$ cat src/rtl/trip_cal_pkg.sv
package trip_cal_pkg;
  localparam int unsigned CODE_W = 6;
  typedef logic [CODE_W-1:0] code_t;
  localparam code_t CODE_TOP = '1;
  typedef enum logic {ST_RAMP, ST_HELD} cal_st_e;
endpackage

$ cat src/rtl/tc_sync.sv
module tc_sync #(
  parameter int unsigned STAGES = 2
) (
  input  logic clk_i,
  input  logic rst_ni,
  input  logic d_i,
  output logic q_o
);
  logic [STAGES-1:0] sr_q;

  for (genvar g = 0; g < STAGES; g++) begin : g_stage
    if (g == 0) begin : g_first
      always_ff @(posedge clk_i or negedge rst_ni)
        if (!rst_ni) sr_q[g] <= 1'b0;
        else         sr_q[g] <= d_i;
    end else begin : g_next
      always_ff @(posedge clk_i or negedge rst_ni)
        if (!rst_ni) sr_q[g] <= 1'b0;
        else         sr_q[g] <= sr_q[g-1];
    end
  end

  assign q_o = sr_q[STAGES-1];
endmodule

$ cat src/rtl/tc_step_timer.sv
module tc_step_timer #(
  parameter int unsigned STEP_CYCLES = 100000
) (
  input  logic clk_i,
  input  logic rst_ni,
  input  logic clr_i,
  input  logic en_i,
  output logic last_o
);
  localparam int unsigned CNT_W = (STEP_CYCLES > 1) ? $clog2(STEP_CYCLES) : 1;
  localparam logic [CNT_W-1:0] CNT_LAST = CNT_W'(STEP_CYCLES - 1);

  logic [CNT_W-1:0] cnt_q;

  assign last_o = en_i && (cnt_q == CNT_LAST);

  always_ff @(posedge clk_i or negedge rst_ni) begin
    if (!rst_ni)     cnt_q <= '0;
    else if (clr_i)  cnt_q <= '0;
    else if (en_i)   cnt_q <= last_o ? '0 : cnt_q + 1'b1;
  end
endmodule

$ cat src/rtl/tc_ramp_ctrl.sv
module tc_ramp_ctrl
  import trip_cal_pkg::*;
#(
  parameter int unsigned ZERO_MAX = 10
) (
  input  logic  clk_i,
  input  logic  rst_ni,
  input  logic  restart_i,
  input  logic  step_end_i,
  input  logic  cmp_i,
  output logic  running_o,
  output code_t ref_code_o,
  output code_t trip_code_o,
  output logic  done_o,
  output logic  lim_off_o,
  output logic  zero_lim_o
);
  localparam code_t ZERO_CODE = code_t'(ZERO_MAX);

  cal_st_e st_q;
  code_t   code_q, trip_q;
  logic    off_q, zero_q;

  assign running_o = (st_q == ST_RAMP);

  always_ff @(posedge clk_i or negedge rst_ni) begin
    if (!rst_ni) begin
      st_q   <= ST_RAMP;
      code_q <= '0;
      trip_q <= '0;
      off_q  <= 1'b0;
      zero_q <= 1'b0;
    end else if (restart_i) begin
      st_q   <= ST_RAMP;
      code_q <= '0;
      trip_q <= '0;
      off_q  <= 1'b0;
      zero_q <= 1'b0;
    end else if (running_o && step_end_i) begin
      if (cmp_i) begin
        st_q   <= ST_HELD;
        trip_q <= code_q;
        zero_q <= (code_q <= ZERO_CODE);
      end else if (code_q == CODE_TOP) begin
        // set level above full scale: no limit
        st_q   <= ST_HELD;
        trip_q <= CODE_TOP;
        off_q  <= 1'b1;
      end else begin
        code_q <= code_q + 1'b1;
      end
    end
  end

  assign ref_code_o  = code_q;
  assign trip_code_o = trip_q;
  assign done_o      = (st_q == ST_HELD);
  assign lim_off_o   = off_q;
  assign zero_lim_o  = zero_q;
endmodule

$ cat src/rtl/trip_code_cal.sv
module trip_code_cal
  import trip_cal_pkg::*;
#(
  parameter int unsigned STEP_CYCLES = 100000,
  parameter int unsigned ZERO_MAX    = 10,
  parameter int unsigned SYNC_STAGES = 2
) (
  input  logic              clk_i,
  input  logic              rst_ni,
  input  logic              restart_i,
  input  logic              cmp_i,
  output logic [CODE_W-1:0] ref_code_o,
  output logic [CODE_W-1:0] trip_code_o,
  output logic              done_o,
  output logic              lim_off_o,
  output logic              zero_lim_o
);
  logic cmp_s, step_end, running;

  tc_sync #(.STAGES(SYNC_STAGES)) u_sync (
    .clk_i (clk_i),
    .rst_ni(rst_ni),
    .d_i   (cmp_i),
    .q_o   (cmp_s)
  );

  tc_step_timer #(.STEP_CYCLES(STEP_CYCLES)) u_timer (
    .clk_i (clk_i),
    .rst_ni(rst_ni),
    .clr_i (restart_i),
    .en_i  (running),
    .last_o(step_end)
  );

  tc_ramp_ctrl #(.ZERO_MAX(ZERO_MAX)) u_ctrl (
    .clk_i      (clk_i),
    .rst_ni     (rst_ni),
    .restart_i  (restart_i),
    .step_end_i (step_end),
    .cmp_i      (cmp_s),
    .running_o  (running),
    .ref_code_o (ref_code_o),
    .trip_code_o(trip_code_o),
    .done_o     (done_o),
    .lim_off_o  (lim_off_o),
    .zero_lim_o (zero_lim_o)
  );
endmodule

$ cat config.mk
export PLATFORM = sky130hd
export DESIGN_NAME = trip_code_cal
export DESIGN_NICKNAME = d
export VERILOG_FILES = /design/src/rtl/trip_cal_pkg.sv /design/src/rtl/tc_sync.sv /design/src/rtl/tc_step_timer.sv /design/src/rtl/tc_ramp_ctrl.sv /design/src/rtl/trip_code_cal.sv
export SDC_FILE = /design/constraint.sdc
export NUM_CORES = 1
export LEC_CHECK = 0
export ABC_AREA = 1
export CAP_MARGIN = 20
export CORE_ASPECT_RATIO = 0.75
export CORE_UTILIZATION = 40
export CTS_CLUSTER_SIZE = 25
export DETAILED_ROUTE_END_ITERATION = 7
export HOLD_SLACK_MARGIN = 0.12
export PLACE_DENSITY = 0.7
export SKIP_LAST_GASP = 1
export SLEW_MARGIN = 40
export SYNTH_ARGS = -nofsm -noshare
export SYNTH_HDL_FRONTEND = slang
export SYNTH_SLANG_ARGS = --single-unit
$ cat constraint.sdc
create_clock -name clk_i -period 1.4 [get_ports clk_i]
set_input_delay 0.42 -clock clk_i [delete_from_list [all_inputs] [get_ports clk_i]]
set_output_delay 0.42 -clock clk_i [all_outputs]
set_load 0.02 [all_outputs]
; ---- After elaboration in Yosys (flattened, before gate mapping)
; Index checks and enable logic that the tools add are counted.
[word_totals]
word_cells = 48
regBits = 34
in_bits = 4
[classes]
reduce_logical = 10
eq_ne = 5
magnitude_cmp = 1
bitwise_logic = 1
n_addsub = 2
muxes = 21
[op_table]
columns = cell, n
row1 = two-way mux 17 bit, 3
row2 = two-way mux 6 bit, 8
row3 = adder 17 x 1 -> 17 bit (second input constant), 1
row4 = == test 17 bit (second input constant), 1
row5 = two-way mux 1 bit, 10
row6 = adder 6 x 1 -> 6 bit (second input constant), 1
row7 = == test 6 bit (second input constant), 1
row8 = less-or-equal comparator 6 x 4 -> 1 bit (second input constant), 1
row9 = inequality test 2 bit (second input constant), 3
row10 = AND reduction 3 bit, 2
row11 = nonzero test 2 bit, 3
row12 = AND reduction 2 bit, 2
row13 = nonzero test 3 bit, 1
row14 = logical AND 1 bit, 2
row15 = NOT 1 bit, 1

; ---- Longest topological paths before layout
; Gate-level depths: netlist of the first run.
[logic_depth]
word_depth = 5
ltp_mapped = 9
mapped_depth_nobuf = 9

; ---- Modules after synthesis
; From an unflattened synthesis of the first run, not the netlist that was laid out.
[hier_totals]
cells_unflattened = 280
hier_area_um2 = 2010.7
[modules_own_cells]
columns = module, instances, cells_each, area_each_um2
row1 = tc_step_timer, 1, 172, 1149.9
row2 = tc_ramp_ctrl, 1, 106, 810.8
row3 = tc_sync, 1, 2, 50.0

; ---- Worst setup path after synthesis of the first run
; OpenSTA, ideal clock, no wires.
[synth_path]
kind = reg2reg
from = register u_ctrl.code_q[1] (netlist: u_ctrl.ref_code_o[1])
to = register u_ctrl.trip_q[0] (netlist: u_ctrl.trip_code_o[0])
setup_ns = 0.117
synth_period_minus_slack_ns = 1.592
n_path_buf = 0
t_arrival_ns = 1.475
path_stages_with_launch = 9
slack_ns = -0.192
cell_sequence = dfrtp_1 ha_1 nand3_1 nor2_1 nand2_1 nand3_2 nand2_2 nand2_1 nand2_1
[synth_via]
elab_chain_len = 3
[synth_rtl]
columns = item, line_no
row1 = start: declaration, tc_ramp_ctrl.sv:21  ; code_t code_q, trip_q;
row2 = start signal: assignment, tc_ramp_ctrl.sv:50  ; code_q <= code_q + 1'b1;
row3 = == test 6 bit, tc_ramp_ctrl.sv:44  ; end else if (code_q == CODE_TOP) begin
row4 = nonzero test 3 bit (no line), n/a
row5 = AND reduction 2 bit (no line), n/a
row6 = end signal: assignment, tc_ramp_ctrl.sv:42  ; trip_q <= code_q;
row7 = end: declaration, tc_ramp_ctrl.sv:21
; No other way between the ends.
; A chain may end at the register's enable or synchronous reset.

; ---- Worst setup path after layout of the first run
[layout_path]
from = register u_timer.cnt_q[11]
to = register u_ctrl.code_q[4] (netlist: u_ctrl.ref_code_o[4])
[layout_via]
elab_chain_len = 5
[layout_rtl]
columns = item, line_no
row1 = start: declaration, tc_step_timer.sv:13  ; logic [CNT_W-1:0] cnt_q;
row2 = start signal: assignment, tc_step_timer.sv:20  ; else if (en_i) cnt_q <= last_o ? '0 : cnt_q + 1'b1;
row3 = == test 17 bit, tc_step_timer.sv:15  ; assign last_o = en_i && (cnt_q == CNT_LAST);
row4 = logical AND 1 bit, tc_step_timer.sv:15
row5 = logical AND 1 bit, tc_ramp_ctrl.sv:39  ; end else if (running_o && step_end_i) begin
row6 = nonzero test 2 bit (no line), n/a
row7 = AND reduction 3 bit (no line), n/a
; No other way between the ends.

==> implementation parameters, run 1 <==
Parameter                              Value

Floorplanning
  Std-Cell Core Area ... 4900 um2
  Overall die area ... 5410 um2
  Number of placement rows ... 22
  Initial Utilization ... 41.8%
  Horizontal die dimension ... 84.6 um
  Number of primary I/O pins ... 19
  Die extent in y ... 63.9 um

Worst setup path
  Critical path peak fanout ... 7
  Class of the most critical setup path ... register to register
  Critical path buffer and inverter count ... 1
  Most frequent CP cell ... nand2_1
  Critical Path Max Stage Delay ... 0.41 ns
  Kind of capture point of the worst setup path ... register
  Critical Path Slowest Stage Cell ... dfrtp_1
  Critical path required time ... 1.64 ns
  Arrival time of data at the critical path endpoint ... 1.63 ns
  Setup crit start kind ... register
  Critical path, cell by cell ... nor2_1 > nand2_1 > nor2_4 > nand3_4 > nand2_8 > buf_4 > nand3_1 > nand2_1
  Worst path top cell family by delay ... simple AND/OR/NAND/NOR gates

CTS
  Buffer depth of the longest clock path ... 2
  Master cell of the clock root buffer ... clkbuf_8
  Clock transition at the registers of the reported paths ... 0.08 ns
  Inserted Clock Buffers ... 5
  Clock tree from TritonCTS ... done
  Hold-fix buffer count after cts ... 0
  Sink Count ... 34
  H-tree depth ... 2
  Clock latency reported for the late side of the worst-skew pair ... 0.30 ns

Min path
  Kind of path behind the tightest hold check ... register to register

Timing
  Min cycle time layout ... 1.39 ns
  Post-Route Hold Slack ... 0.359 ns
  Least-Margin Pin Slew ... 0.277 ns
  Final hold violations ... 0
  Setup ws final ... 0.00845 ns
  Unrepaired setup endpoints after global routing ... yes
  Worst-case headroom to the max-slew limit ... 81.5%
  Clock Skew ... 0.0135 ns
  Final-report setup violation count ... 0
  Maximum frequency from static timing analysis ... 0.719 GHz
  Share of the cycle needed by the critical path after routing ... 99.4%
  Final-report max-slew violation count ... 0
  Post-Route Setup TNS ... 0 ns

Global route
  GRT overflow ... 0
  Wire length of the first global-routing pass ... 9590 um
  Initial antenna violation count ... 0
  Pin count of the biggest net entering global routing ... 35
  Via count of the first global-routing pass ... 2007
  GRT Overall Usage ... 23.2%

Drt
  Iteration-0 DRC count of the detailed router ... 224
  Number of vias after detailed routing ... 2146
  Via density per instance ... 5.17
  Drt drc ... 0
  DRT antenna net count ... 0
  Average wire length per cell after detail routing ... 14.9 um
  Final Routed Wirelength ... 6180 um
  First-pass iteration count of the detailed router ... 5

Synth
  Fraction of the mapped netlist area in compound gates ... 6.48%
  Share of the synthesized netlist area taken by xor and xnor gates ... 2.14%
  Largest family of logic cells by synthesized area ... simple AND/OR/NAND/NOR gates
  Most area-hungry cell type in the Yosys netlist ... dfrtp_1
  Post-synthesis share of cell area spent on full adders, half adders and majority gates ... 1.83%
  Net count of the mapped netlist ... 284
  Post-synthesis instance area ... 2050 um2
  Part of the Yosys area used for sequential elements ... 41.6%
  Count of synthesis-stage warnings from yosys ... 0
  Area fraction of the dominant cell type after synthesis ... 41.6%
  Synthesized area divided by synthesized cell count ... 7.39 um2
  Yosys cell types ... 28
  Top cells by area in the synthesized netlist ... dfrtp_1 42%, nand2_1 14%, nor2_1 8.3%
  Number of synthesized register bits ... 34
  Cells after Synth ... 277
  Proportion of synthesized area in mux cells ... 0%
  Simple logic cell fraction of the synthesized area ... 40.6%

Place
  Placed wire-length estimate after detailed placement ... 4050 um
  Port-buffer cells ... 18
  Placer congestion estimate ... 0.913
  DP Worst Slack ... -0.425 ns
  Area after DPL ... 2600 um2

Cells and area
  FILL cells ... 413
  Synth-to-layout area growth ... 48.3%
  Proportion of layout cells with a drive suffix above 1 ... 40.3%
  Area used by multi-input combinational logic ... 1300 um2
  Post-layout nets ... 361
  Post-Layout Inst Area ... 3030 um2
  Sequential cell area ... 857 um2
  Antenna Diode Count ... 0

Power
  Worst vdd rail ir drop ... 0.506 mV
  Sum of internal, switching and leakage power ... 2350 uW
  Total power per unit cell area ... 776 nW/um2
  Leak Pwr ... 0.00137 uW

Status
  Run status ... finished, final reports clean

Run
  Number of max-cap violations ... 0
[synth_stat cells]
master / instances
a21oi_1: 12
a31oi_1: 1
a31oi_4: 1
buf_2: 1
buf_6: 2
buf_8: 1
clkbuf_1: 1
dfrtp_1: 34
ha_1: 3
inv_1: 23
inv_2: 5
nand2_1: 76
nand2_2: 3
nand2_4: 1
nand2_8: 1
nand3_1: 27
nand3_2: 2
nand3_4: 1
nand3b_1: 2
nand3b_2: 1
nand4_1: 7
nor2_1: 45
nor2_2: 6
nor3_1: 3
nor3b_1: 4
o21ai_0: 9
xnor2_1: 4
xor2_1: 1
[logic make-up after synthesis]
family | after synthesis
AOI/OAI and AO/OA | 23
adders and majority gates | 3
and+or+nand+nor | 179
xor gates and xnor gates | 5
DFF | 34
buffers and inverters | 33
[stage by stage]
step           cells  utilization [%]
3_3_place_gp     388             53.1
6_report         415             61.9
5_1_grt          415             61.9
2_1_floorplan    277                -
4_1_cts          402             57.7
3_5_place_dp     388             53.1
[final timing paths]
check,startpoint,end,slack [ns],cells after the start
max,u_timer.cnt_q[11],u_ctrl.ref_code_o[4],0.008,8
min,u_sync.sr_q[0],u_sync.q_o,0.36,0
max reg2reg,u_timer.cnt_q[11],u_ctrl.ref_code_o[4],0.008,8
min reg2reg,u_sync.sr_q[0],u_sync.q_o,0.36,0
max in group asynchronous,rst_ni,u_sync.q_o,0.72,2
min in group asynchronous,rst_ni,u_timer.cnt_q[11],0.48,2
[layout make-up]
type	instances	share of cell area (%)
inverters	28	3.59
clock buffers	8	3.63
repair buffers	74	19.1
well taps	60	2.48
flip-flops and latches	34	28.3
multi-input cells	211	43.0
[sequential cells by signal (all words and copies together) (netlist names)]
signal              flops
u_ctrl.lim_off_o        1
u_ctrl.ref_code_o       6
u_sync.sr_q             1
u_ctrl.done_o           1
u_ctrl.trip_code_o      6
u_ctrl.zero_lim_o       1
u_timer.cnt_q          17
u_sync.q_o              1
[routing by layer]
metal | GRT usage [%] | routed length (um) | vias to the layer above
met3 | 4.13 | 304 | 9
met4 | 8.69 | 98 | 0
li1 | - | - | 1046
met2 | 36.0 | 2800 | 60
met5 | 0 | 0 | -
met1 | 32.4 | 2980 | 1031
[layout by cell type, fill, tap and decap left out, types with 3 or more instances in the layout]
master | Yosys | routed
inv_1 | 23 | 21
inv_2 | 5 | 6
nand3_1 | 27 | 18
nor2_2 | 6 | 11
clkbuf_8 | 0 | 8
nand3_4 | 1 | 5
nand4_1 | 7 | 7
buf_12 | 0 | 3
nand2_2 | 3 | 6
buf_6 | 2 | 3
nand2_1 | 76 | 71
nand3_2 | 2 | 7
a21oi_1 | 12 | 12
buf_4 | 0 | 50
dfrtp_1 | 34 | 29
o21ai_0 | 9 | 6
nor2_4 | 0 | 8
nor2_1 | 45 | 32
dfrtp_2 | 0 | 5
nor3b_2 | 0 | 3
xnor2_1 | 4 | 3
nand2_4 | 1 | 3
clkbuf_2 | 0 | 12
[timing repair]
item | 4_1_cts | 5_1_grt
buffers inserted | 5 | 13
pin swaps | 6 | 20
gates resized for setup | 51 | 54
gates cloned | 1 | 0
endpoints found under the setup margin | 45 | 44
[power by group]
group          internal (uW)  switching [uW]  total, uW
Combinational            159             234        393
Clock                    497             398        896
Sequential              1030            39.2       1070
No activity file was read; power rests on OpenSTA's default activity.
==> inputs of run 2 (changes only) <==
RECOVER_POWER = 100   (was unset)
==> run 2 against run 1 <==
Via count decreased by 0.37%. Clock power barely moved. Core utilization down 0.56 points. Combinational power fell by 3%.
==> implementation parameters, run 2 (synthesis gave the netlist of run 1 again) <==
Parameter                              Value

Cells and area
  FILL cells ... 421 (+1.9%)
  Synth-to-layout area growth ... 46.9%
  Top library cells by usage in the layout, fill and taps aside ... 71 x nand2_1, 50 x buf_4, 32 x nor2_1
  Post-Layout Inst Area ... 3010 um2 (-0.91%)
  Post-layout nets ... 361 (unchanged)
  Final Non-Filler Cells ... 415 (unchanged)
  Largest register by flop count ... u_timer.cnt_q
  Most common library cell in the layout ignoring fill and taps ... nand2_1
  Antenna Diode Count ... 0 (unchanged)
  Largest register FFs ... 17 (unchanged)
  Proportion of layout cells with a drive suffix above 1 ... 37.5% (-2.8 points)
  Final core utilization ... 61.3% (-0.56 points)

Global route
  Via count of the first global-routing pass ... 2007 (unchanged)
  Pin count of the biggest net entering global routing ... 35 (unchanged)
  Initial antenna violation count ... 0 (unchanged)
  GRT overflow ... 0 (unchanged)
  Wire length of the first global-routing pass ... 9590 um (unchanged)
  GRT Overall Usage ... 23.2% (unchanged)

Worst setup path
  Worst flop-to-flop path startpoint ... u_timer.cnt_q[11]
  Critical Path Slowest Stage Cell ... dfrtp_1
  Critical Path Max Stage Delay ... 0.42 ns (about the same)
  Critical path buffer and inverter count ... 1 (unchanged)
  Cell depth of the worst flop-to-flop path ... 8 (unchanged)
  Startpoint of the most critical setup path ... u_timer.cnt_q[11]
  Critical path required time ... 1.64 ns (about the same)
  End of the worst register-to-register path ... u_ctrl.ref_code_o[4]
  Crit path depth ... 8 (unchanged)
  Worst R2R Setup Slack ... 0.009 ns (about the same)
  Setup crit start kind ... register
  Kind of capture point of the worst setup path ... register
  Critical path, cell by cell ... nor2_1 > nand2_1 > nor2_4 > nand3_4 > nand2_8 > buf_4 > nand3_1 > nand2_1
  Worst Setup EP ... u_ctrl.ref_code_o[4]
  Arrival time of data at the critical path endpoint ... 1.63 ns (about the same)
  Class of the most critical setup path ... register to register
  Critical path peak fanout ... 7 (unchanged)
  Most frequent CP cell ... nand2_1
  Worst path top cell family by delay ... simple AND/OR/NAND/NOR gates

Min path
  Kind of path behind the tightest hold check ... register to register

Drt
  DRT antenna net count ... 0 (unchanged)
  Average wire length per cell after detail routing ... 14.9 um (about the same)
  Iteration-0 DRC count of the detailed router ... 205 (-8.5%)
  Final Routed Wirelength ... 6190 um (about the same)
  First-pass iteration count of the detailed router ... 4 (-1)
  Drt drc ... 0 (unchanged)
  Number of vias after detailed routing ... 2138 (-0.37%)
  Via density per instance ... 5.15 (-0.37%)

Timing
  Min cycle time layout ... 1.39 ns (-0.000253 ns)
  Least-Margin Pin Slew ... 0.786 ns (+0.509 ns)
  Clock Skew ... 0.0105 ns (-0.00300 ns)
  Unrepaired setup endpoints after global routing ... yes
  Final-report setup violation count ... 0 (unchanged)
  Worst-case headroom to the max-slew limit ... 47.6% (-34 points)
  Final hold violations ... 0 (unchanged)
  Post-Route Setup TNS ... 0 ns (unchanged)
  Final-report max-slew violation count ... 0 (unchanged)
  Share of the cycle needed by the critical path after routing ... 99.4% (about the same)
  Maximum frequency from static timing analysis ... 0.719 GHz (about the same)

Floorplanning
  Overall die area ... 5410 um2 (unchanged)
  Die extent in y ... 63.9 um (unchanged)
  Horizontal die dimension ... 84.6 um (unchanged)
  Number of primary I/O pins ... 19 (unchanged)
  Std-Cell Core Area ... 4900 um2 (unchanged)
  Number of placement rows ... 22 (unchanged)
  Initial Utilization ... 41.8% (unchanged)

Run
  Number of max-cap violations ... 0 (unchanged)

Power
  Total power per unit cell area ... 780 nW/um2 (+0.49%)
  Combinational power share ... 16.2% (-0.5 points)
  Worst vdd rail ir drop ... 0.507 mV (+0.12%)
  Leak Pwr ... 0.00133 uW (-2.9%)
  Int Power ... 1670 uW (-0.66%)
  Portion of total power attributed to sequential cells ... 45.5% (+0.2 points)
  Net switching component of the power ... 672 uW (+0.17%)
  Switching part of the total ... 28.7% (+0.17 points)
  Clock Power Share ... 38.3% (+0.3 points)

Place
  Area after DPL ... 2600 um2 (unchanged)
  Placed cell count ... 388 (unchanged)
  Placed wire-length estimate after detailed placement ... 4050 um (unchanged)
  Placer congestion estimate ... 0.913 (unchanged)
  Port-buffer cells ... 18 (unchanged)

CTS
  Sink Count ... 34 (unchanged)
  Clock latency reported for the late side of the worst-skew pair ... 0.30 ns (about the same)
  Master cell of the clock root buffer ... clkbuf_8
  Buffer depth of the longest clock path ... 2 (unchanged)
  Hold-fix buffer count after cts ... 0 (unchanged)
  Clock transition at the registers of the reported paths ... 0.08 ns (about the same)
  Clock tree from TritonCTS ... done
  Inserted Clock Buffers ... 5 (unchanged)
  H-tree depth ... 2 (unchanged)

Status
  Run status ... finished, final reports clean
run 2: cell types whose count changed in the layout (fill, tap and decap cells not counted):
cell | previous run | this run
buf_12 | 3 | 2
buf_2 | 2 | 1
clkbuf_1 | 0 | 10
clkbuf_2 | 12 | 4
clkdlybuf4s50_1 | 2 | 1
dlygate4sd3_1 | 0 | 1
run 2: timing repair:
| item | 4_1_cts | 5_1_grt |
|---|---|---|
| cloned | 1 | 0 |
| pin swaps | 6 | 20 |
| setup buffers | 5 | 13 |
| setup endpoints to repair | 45 | 44 |
| resized for setup | 51 | 54 |
run 2: how the worst min path moves through the flow:
stage | depth (start not counted) | to | slack (ns) | from
finish | 0 | u_sync.q_o | 0.36 | u_sync.sr_q[0]
global route | 0 | u_sync.q_o | 0.37 | u_sync.sr_q[0]
CTS | 0 | u_sync.q_o | 0.36 | u_sync.sr_q[0]
detailed placement | 0 | u_sync.q_o | 0.35 | u_sync.sr_q[0]
global placement | 0 | u_sync.q_o | 0.33 | u_sync.sr_q[0]
floorplan | 0 | u_ctrl.done_o | 0.12 | rst_ni
run 2: final cells by class:
| cell class | count | area [um2] | share of cell area, % |
|---|---|---|---|
| Inverter | 28 | 109 | 3.62 |
| Timing Repair Buffer | 74 | 551 | 18.3 |
| Sequential cell | 34 | 857 | 28.5 |
| Tap cell | 60 | 75.1 | 2.50 |
| Multi-Input combinational cell | 211 | 1300 | 43.4 |
| Clock buffer | 8 | 110 | 3.66 |
run 2: metal layers:
| layer | track usage (%) | up-vias | routed length, um |
|---|---|---|---|
| met4 | 8.69 | 0 | 90 |
| met1 | 32.4 | 1020 | 2980 |
| met2 | 36.0 | 62 | 2830 |
| li1 | - | 1047 | - |
| met5 | 0 | - | 0 |
| met3 | 4.13 | 9 | 290 |
run 2: stage by stage:
stage          hold WS [ns]  power, uW  setup WS [ns]
6_report              0.360       2340        0.00870
3_5_place_dp          0.346       1470         -0.425
3_3_place_gp          0.335       1450         -0.423
5_1_grt               0.374       2430        -0.0822
4_1_cts               0.361       2330        -0.0711
2_1_floorplan         0.124       1270        0.00637
run 2: power by group through the flow:
stage	sequential, uW	combinational (uW)	clock, uW
2_1_floorplan	1130	142	0
3_3_place_gp	1080	376	0
3_5_place_dp	1080	384	0
4_1_cts	1060	376	887
5_1_grt	1070	420	938
6_report	1070	381	897
